File: src/rtl/crt_raster_timer.sv
module crt_raster_timer #(
  parameter int CW = 8,
  parameter int RW = 8,
  parameter int SW = 5
) (
  input  logic          clk,
  input  logic          rst_n,
  input  logic [CW-1:0] cfg_htotal,
  input  logic [CW-1:0] cfg_hdisp,
  input  logic [CW-1:0] cfg_hsync_at,
  input  logic [7:0]    cfg_sync_w,
  input  logic [RW-1:0] cfg_vtotal,
  input  logic [SW-1:0] cfg_vadjust,
  input  logic [RW-1:0] cfg_vdisp,
  input  logic [RW-1:0] cfg_vsync_at,
  input  logic [SW-1:0] cfg_scan_max,
  output logic [CW-1:0] col,
  output logic [RW-1:0] row,
  output logic [SW-1:0] scan,
  output logic          hsync,
  output logic          vsync,
  output logic          disp_en,
  output logic          vblank
);
  logic          in_adj, n_adj;
  logic [RW-1:0] n_row;
  logic [SW-1:0] n_scan;
  logic [4:0]    vs_cnt, vs_w;
  logic [CW:0]   hs_end;

  wire line_end = (col >= cfg_htotal);
  wire adj_last = ({1'b0, scan} + 1'b1) >= {1'b0, cfg_vadjust};

  assign vs_w   = (cfg_sync_w[7:4] == 4'd0) ? 5'd16 : {1'b0, cfg_sync_w[7:4]};
  assign hs_end = {1'b0, cfg_hsync_at} + (CW+1)'(cfg_sync_w[3:0]);

  always_comb begin
    n_row  = row;
    n_scan = scan;
    n_adj  = in_adj;
    if (in_adj) begin
      if (adj_last) begin
        n_row = '0; n_scan = '0; n_adj = 1'b0;
      end else n_scan = scan + 1'b1;
    end else if (scan >= cfg_scan_max) begin
      n_scan = '0;
      if (row >= cfg_vtotal) begin
        if (cfg_vadjust == '0) n_row = '0;
        else n_adj = 1'b1;
      end else n_row = row + 1'b1;
    end else n_scan = scan + 1'b1;
  end

  always_ff @(posedge clk) begin
    if (!rst_n) begin
      col    <= '0;
      row    <= '0;
      scan   <= '0;
      in_adj <= 1'b0;
      vs_cnt <= '0;
    end else if (line_end) begin
      col    <= '0;
      row    <= n_row;
      scan   <= n_scan;
      in_adj <= n_adj;
      if (!n_adj && n_row == cfg_vsync_at && n_scan == '0) vs_cnt <= vs_w;
      else if (vs_cnt != '0) vs_cnt <= vs_cnt - 1'b1;
    end else begin
      col <= col + 1'b1;
    end
  end

  assign hsync   = ({1'b0, col} >= {1'b0, cfg_hsync_at}) && ({1'b0, col} < hs_end);
  assign vsync   = (vs_cnt != '0);
  assign disp_en = (col < cfg_hdisp) && (row < cfg_vdisp) && !in_adj;
  assign vblank  = (row >= cfg_vdisp) || in_adj;

  p_col_step_r1: assert property (@(posedge clk) disable iff (!rst_n)
    (col < cfg_htotal) |=> (col == $past(col) + 1'b1));
  p_col_wrap_r1: assert property (@(posedge clk) disable iff (!rst_n)
    (col == cfg_htotal) |=> (col == '0));
  p_no_hsync_r2: assert property (@(posedge clk) disable iff (!rst_n)
    (cfg_sync_w[3:0] == 4'd0) |-> !hsync);
  p_scan_bound_r3: assert property (@(posedge clk) disable iff (!rst_n)
    !in_adj |-> (scan <= cfg_scan_max));
  p_frame_wrap_r5: assert property (@(posedge clk) disable iff (!rst_n)
    (in_adj && line_end && adj_last) |=> (row == '0 && scan == '0));
  p_adj_entry_r5: assert property (@(posedge clk) disable iff (!rst_n)
    $rose(in_adj) |-> (row == cfg_vtotal && scan == '0 && col == '0));
  p_vs_start_r6: assert property (@(posedge clk) disable iff (!rst_n)
    $rose(vsync) |-> (row == cfg_vsync_at && scan == '0 && col == '0));
  p_de_vb_r7: assert property (@(posedge clk) disable iff (!rst_n)
    disp_en |-> !vblank);
endmodule

File: config.mk
export PLATFORM = sky130hd
export DESIGN_NAME = crt_raster_timer
export DESIGN_NICKNAME = d
export VERILOG_FILES = /design/src/rtl/crt_raster_timer.sv
export SDC_FILE = /design/constraint.sdc
export NUM_CORES = 1
export LEC_CHECK = 0
export ABC_AREA = 1
export ABC_CLOCK_PERIOD_IN_PS = 6150
export BUFFER_PORTS_ARGS = -buffer_cell sky130_fd_sc_hd__buf_4
export CORE_ASPECT_RATIO = 0.5
export CORE_MARGIN = 4
export CORE_UTILIZATION = 59
export CTS_CLUSTER_SIZE = 10
export DETAILED_ROUTE_END_ITERATION = 8
export GPL_ROUTABILITY_DRIVEN = 0
export MAX_ROUTING_LAYER = met4
export PLACE_DENSITY_LB_ADDON = 0.08
export SLEW_MARGIN = 10
export SYNTH_ARGS = -nofsm -noshare
export SYNTH_HDL_FRONTEND = slang
export SYNTH_SLANG_ARGS = --single-unit
File: constraint.sdc
create_clock -name clk -period 6.15 [get_ports clk]
set_input_delay 0.3075 -clock clk [delete_from_list [all_inputs] [get_ports clk]]
set_output_delay 0.3075 -clock clk [all_outputs]
set_load 0.02 [all_outputs]
; ---- Word-level counts from Yosys, hierarchy flattened
; Index checks and enable logic that the tools add are counted.
[word_totals]
regBits = 27
inputBits = 68
output_inout_bits = 25
elab_cells = 53
[op_classes]
n_addsub = 6
magnitude_cmp = 9
n_eq_ne = 1
n_mux = 16
bitwise = 1
n_reduce_logical = 15
[ops]
columns = cell, count
row1 = two-way mux 8 bit, 5
row2 = greater-or-equal comparator 8 bit, 4
row3 = two-way mux 5 bit, 6
row4 = adder 8 x 1 -> 8 bit (second input constant), 2
row5 = < comparator 8 bit, 2
row6 = zero test 5 bit, 2
row7 = adder 8 x 4 -> 9 bit, 1
row8 = < comparator 8 x 9 -> 1 bit, 1
row9 = == test 8 bit, 1
row10 = adder 5 x 1 -> 6 bit (second input constant), 1
row11 = greater-or-equal comparator 6 x 5 -> 1 bit, 1
row12 = adder 5 x 1 -> 5 bit (second input constant), 1
row13 = greater-or-equal comparator 5 bit, 1
row14 = logical AND 1 bit, 5
row15 = two-way mux 1 bit, 5
row16 = nonzero test 5 bit, 1
row17 = subtractor 5 x 1 -> 5 bit (second input constant), 1
row18 = zero test 4 bit, 1
row19 = zero test 1 bit, 2
row20 = AND reduction 2 bit, 1
row21 = nonzero test 2 bit, 1
row22 = OR reduction 2 bit, 1
row23 = logical OR 1 bit, 1
row24 = inverter 1 bit, 1

; ---- Depth between registers and ports, before layout
[depth]
depth_word = 10
ltp_mapped = 23
mapped_depth_nobuf = 23

; ---- Worst setup path before layout
; Ideal clock, no wire load.
[synth_path]
path_type = reg-to-reg
start = reg scan[0]
end = reg vs_cnt[0]
setup_ns = 0.113
arrival_time_ns = 2.703
required_ns = 6.037
slack_ns = 3.334
path_stages_with_launch = 18
n_path_buf = 0
synth_period_minus_slack_ns = 2.816
path_cell_list = dfxtp_1 > ha_1 > nand3_1 > xnor2_1 > ha_1 > nand4_1 > nand4_4 > clkinv_4 > nand2_2 > nand2_1 > nand2_1 > nand2_1 > nor2_2 > nand2_2 > o21bai_2 > nand2_4 > nor2_1 > nor2_1
[synth_via]
elab_chain_cells = 9
elab_cells_between_ends = 21
classes_between = add/sub: 2 / order compare: 2 / eq/ne: 1 / mux: 10 / reduce/logical: 6
[synth_lines]
columns = element, line_no
row1 = "start, declared", 19  ; output logic [SW-1:0] scan,
row2 = "start signal, assigned", 64  ; scan <= n_scan;
row3 = adder 5 x 1 -> 6 bit, 32  ; wire adj_last = ({1'b0, scan} + 1'b1) >= {1'b0, cfg_vadjust};
row4 = greater-or-equal comparator 6 x 5 -> 1 bit, 32
row5 = two-way mux 8 bit or two-way mux 1 bit (tied branches), 42  ; if (adj_last) begin
row6 = two-way mux 8 bit or two-way mux 1 bit (tied branches), 41  ; if (in_adj) begin
row7 = == test 8 bit or zero test 1 bit (tied branches), 66  ; if (!n_adj && n_row == cfg_vsync_at && n_scan == '0) vs_cnt <= vs_w;
row8 = logical AND 1 bit, 66
row9 = logical AND 1 bit *, 66
row10 = nonzero test 2 bit (no line), -
row11 = AND reduction 2 bit (no line), -
row12 = "end signal, assigned", 66
row13 = "end signal, assigned", 67  ; else if (vs_cnt != '0) vs_cnt <= vs_cnt - 1'b1;
row14 = "end, declared", 28  ; logic [4:0] vs_cnt, vs_w;
; Mark *: on every way between the ends. The rest lies on a longest branch, timed or not.
; A chain may end at the register's enable or synchronous reset.

; ---- Worst setup path after layout
[layout_path]
start = reg row[2]
end = reg vs_cnt[1]
[layout_via]
elab_chain_cells = 9
elab_cells_between_ends = 17
classes_between = add/sub: 1 / order compare: 1 / eq/ne: 1 / mux: 9 / reduce/logical: 5
[layout_lines]
columns = element, line_no
row1 = "start, declared", 18  ; output logic [RW-1:0] row,
row2 = "start signal, assigned", 63  ; row <= n_row;
row3 = adder 8 x 1 -> 8 bit (tied with other cells), 50  ; end else n_row = row + 1'b1;
row4 = two-way mux 8 bit or two-way mux 1 bit (tied branches), 47  ; if (row >= cfg_vtotal) begin
row5 = two-way mux 8 bit or two-way mux 1 bit (tied branches), 45  ; end else if (scan >= cfg_scan_max) begin
row6 = two-way mux 8 bit or two-way mux 1 bit (tied branches), 41
row7 = == test 8 bit or zero test 1 bit (tied branches), 66
row8 = logical AND 1 bit * (2 in series), 66
row9 = nonzero test 2 bit (no line), -
row10 = AND reduction 2 bit (no line), -
; Marked as above.

==> qor.yml <==
route:
  drc: 0
  vias: 3780
  drt_iter0_drc: 250
  vias_per_cell: 5.21
  wl_um: 8800
  ant_nets: 0
  drtPass1Iterations: 5
  wl_per_cell_um: 12.1
sta:
  hold_viol_final: 0
  finalCriticalPeriod_ns: 3.23
  setup-violations-final: 0
  timing.slew.headroom: 0.449
  fin_tns_setup_ns: 0
  fmax_ghz: 0.309
  fin_skew_ns: 0.00379
  rsz0062_at_grt: "false"
  period_share: 0.525
  worst_pin_slew_ns: 0.824
  slew_viol_final: 0
critical_path:
  max_stage_delay_ns: 0.62
  crit_end: "vs_cnt[1]$_SDFFE_PN0P_"
  arrival_ns: 3.40
  cp.depth: 19
  start_kind: "flip-flop"
  r2r_cells: 19
  crit_buf_inv: 0
  crit_start: "row[2]$_SDFFE_PN0P_"
  crit_type: "flip-flop to flip-flop"
  r2r-end: "vs_cnt[1]$_SDFFE_PN0P_"
  cp.required_ns: 6.32
  path_max_fanout: 13
  worstReg2RegStart: "row[2]$_SDFFE_PN0P_"
  cpMostUsedCell: "nand2_1"
  critPathSlowestCell: "dfxtp_1"
  crit_path_end_kind: "flip-flop"
  path_delay_family: "simple AND/OR/NAND/NOR gates"
  r2r_slack_ns: 2.92
  crit_chain: "ha_1 > nand2_1 > nor2_1 > nor2_1 > nand2_1 > nand2_1 > nand2_1 > nand2_1 > nand3_1 > nand3_1 > nand2_1 > nand2_1 > nand2_1 > nor2_2 > nand2_2 > o21bai_2 > nand2_4 > nor2_1 > nor2_1"
synthesis:
  synthFlopType: "dfxtp_1"
  synth-seq-cells: 27
  synthCells: 555
  synthArstFlopShare: 0
  syn_area_per_cell_um2: 6.58
  synth_nets: 689
  synth_edf_count: 0
  ys_seq_area_frac: 0.148
  netlist_area_mm2: 0.00365
  synth_cell_types: 43
  ys_warn_count: 0
clock_tree:
  htreeDepth: 1
  clk_path_buf_depth: 2
  ctsResizeCount: 0
  cts_setup_buffers: 0
  cts_tree: "yes"
  numClockSinks: 27
  cts_buffers: 3
  holdBufCountCts: 0
  clk_latency_ns: 0.27
  cts.reportedPaths.clkPinSlew_ns: 0.07
  root_buffer: "clkbuf_16"
job:
  maxCapViolations: 0
power:
  power_density_mw_per_mm2: 111
  leakagePower_nw: 2.66
  finalPower_w: 0.000495
  ir_worst_vdd_uv: 109
global_routing:
  grt.total_usage: 0.246
  grt_max_degree: 21
  gr-total-overflow: 0
  grt_pass1_wl_um: 15500
  antenna_found_initial: 0
  grt_pass1_vias: 3573
floorplan:
  rows: 19
  initial_core_util: 0.637
  die_h_um: 63.6
  die_area_mm2: 0.00758
  die_width_um: 119
  ioPinCount: 93
  core_area_mm2: 0.00573
placement:
  hpwl_um: 7120
  port_buffers: 92
final_layout:
  nets: 776
  fillers: 479
  syn_to_final_growth_pct: 22.4
  diodes: 0
  drive_above_1_share: 0.207
min_path:
  hold_path.class: "input port to flip-flop"
outcome:
  status: "finished clean"
-- worst min-delay path, cell delays in order --
cell	delay, ns
buf_4	0.09
nand2_1	0.04
o21ai_0	0.06
nor2_1	0.04
nor2_1	0.08
-- routing by layer --
metal / GRT usage / share of wire / vias up
met5: - / 0 / -
met4: 0.0418 / 0.0074 / 0
met3: 0.0465 / 0.069 / 10
met2: 0.405 / 0.44 / 118
met1: 0.319 / 0.48 / 1671
li1: - / - / 1981
-- Yosys cell counts (2+ instances only) --
cell,count,share of area
a21boi_0,3,0.0062
a21o_1,2,0.0041
a21oi_1,21,0.029
a31oi_1,2,0.0034
buf_2,4,0.0055
clkbuf_1,3,0.0031
clkbuf_4,2,0.0041
dfxtp_1,27,0.15
ha_1,65,0.22
inv_1,108,0.11
nand2_1,118,0.12
nand2_2,13,0.022
nand3_1,54,0.074
nand3_2,6,0.016
nand3b_1,2,0.0041
nand4_1,12,0.021
nor2_1,32,0.033
nor2_2,5,0.0086
nor2_4,2,0.0062
nor3_1,4,0.0055
nor3b_1,2,0.0041
o211ai_1,15,0.031
o21a_1,5,0.010
o21ai_0,10,0.014
o21bai_1,5,0.010
or2_2,4,0.0069
xnor2_1,4,0.0096
xor2_1,10,0.024
-- logic make-up (layout without fill, tap and decap cells) --
logic type / Yosys count / after routing / share of synthesized area
and+or+nand+nor: 259 / 259 / 0.337
buffers and inverters: 121 / 207 / 0.132
AOI/OAI and AO/OA: 68 / 68 / 0.121
adders and majority gates: 66 / 66 / 0.228
DFF: 27 / 27 / 0.148
xor gates and xnor gates: 14 / 14 / 0.0336
-- metrics by stage --
| step | util | std cells | worst slack (ns) | hold slack (ns) | instance area [um^2] |
|---|---|---|---|---|---|
| after CTS | 0.780 | 725 | 2.99 | 0.380 | 4470 |
| final | 0.780 | 725 | 2.92 | 0.385 | 4470 |
| after global placement | 0.765 | 721 | 3.10 | 0.469 | 4390 |
| after global routing | 0.780 | 725 | 2.55 | 0.405 | 4470 |
| after floorplan | - | 555 | 3.33 | 0.514 | 3650 |
| after detailed placement | 0.765 | 721 | 3.02 | 0.484 | 4390 |
-- how the worst min path moves through the flow --
stage                             endpoint                    from  slack, ns  cells after the start
finish              vs_cnt[2]$_SDFFE_PN0P_           cfg_sync_w[6]       0.38                      5
global route        vs_cnt[3]$_SDFFE_PN0P_                   rst_n       0.41                      3
CTS                 vs_cnt[2]$_SDFFE_PN0P_           cfg_sync_w[6]       0.38                      5
detailed placement       col[0]$_SDFF_PP0_       col[0]$_SDFF_PP0_       0.48                      1
global placement         col[0]$_SDFF_PP0_       col[0]$_SDFF_PP0_       0.47                      1
floorplan           vs_cnt[3]$_SDFFE_PN0P_  vs_cnt[3]$_SDFFE_PN0P_       0.51                      4
-- placed cells by master, fill, tap and decap left out, types with 2 or more instances in the layout --
| master | n |
|---|---|
| a31oi_1 | 2 |
| o21a_1 | 5 |
| nand2_2 | 13 |
| o211ai_1 | 15 |
| nor3b_1 | 2 |
| nor3_1 | 4 |
| buf_4 | 92 |
| dfxtp_1 | 27 |
| clkbuf_16 | 3 |
| xor2_1 | 10 |
| nand3_2 | 6 |
| a21o_1 | 2 |
| nand4_1 | 12 |
| inv_1 | 108 |
| nand3_1 | 54 |
| o21bai_1 | 5 |
| nor2_2 | 5 |
| o21ai_0 | 10 |
| a21boi_0 | 3 |
| ha_1 | 65 |
| xnor2_1 | 4 |
| nand3b_1 | 2 |
| nand2_1 | 118 |
| a21oi_1 | 21 |
| nor2_4 | 2 |
| or2_2 | 4 |
| nor2_1 | 32 |
-- state kept, by name, summed over array words and instances (netlist names) --
| signal | count |
|---|---|
| col | 8 |
| row | 8 |
| scan | 5 |
| vs_cnt | 5 |
| in_adj | 1 |
-- power breakdown --
group          internal, W  switching, W
combinational    0.0000756     0.0000776
sequential        0.000178    0.00000832
clock            0.0000886     0.0000668
-- area by class of cell --
| cell class | instances | area (um^2) | area share |
|---|---|---|---|
| clock buffer | 3 | 75.1 | 0.0168 |
| clock inverter | 1 | 7.51 | 0.00168 |
| inverter | 111 | 422 | 0.0944 |
| multi-input combinational | 407 | 2630 | 0.588 |
| sequential | 27 | 541 | 0.121 |
| tap | 84 | 105 | 0.0235 |
| timing repair buffer | 92 | 691 | 0.155 |
Note: power is estimated with default switching activity, not from simulation.
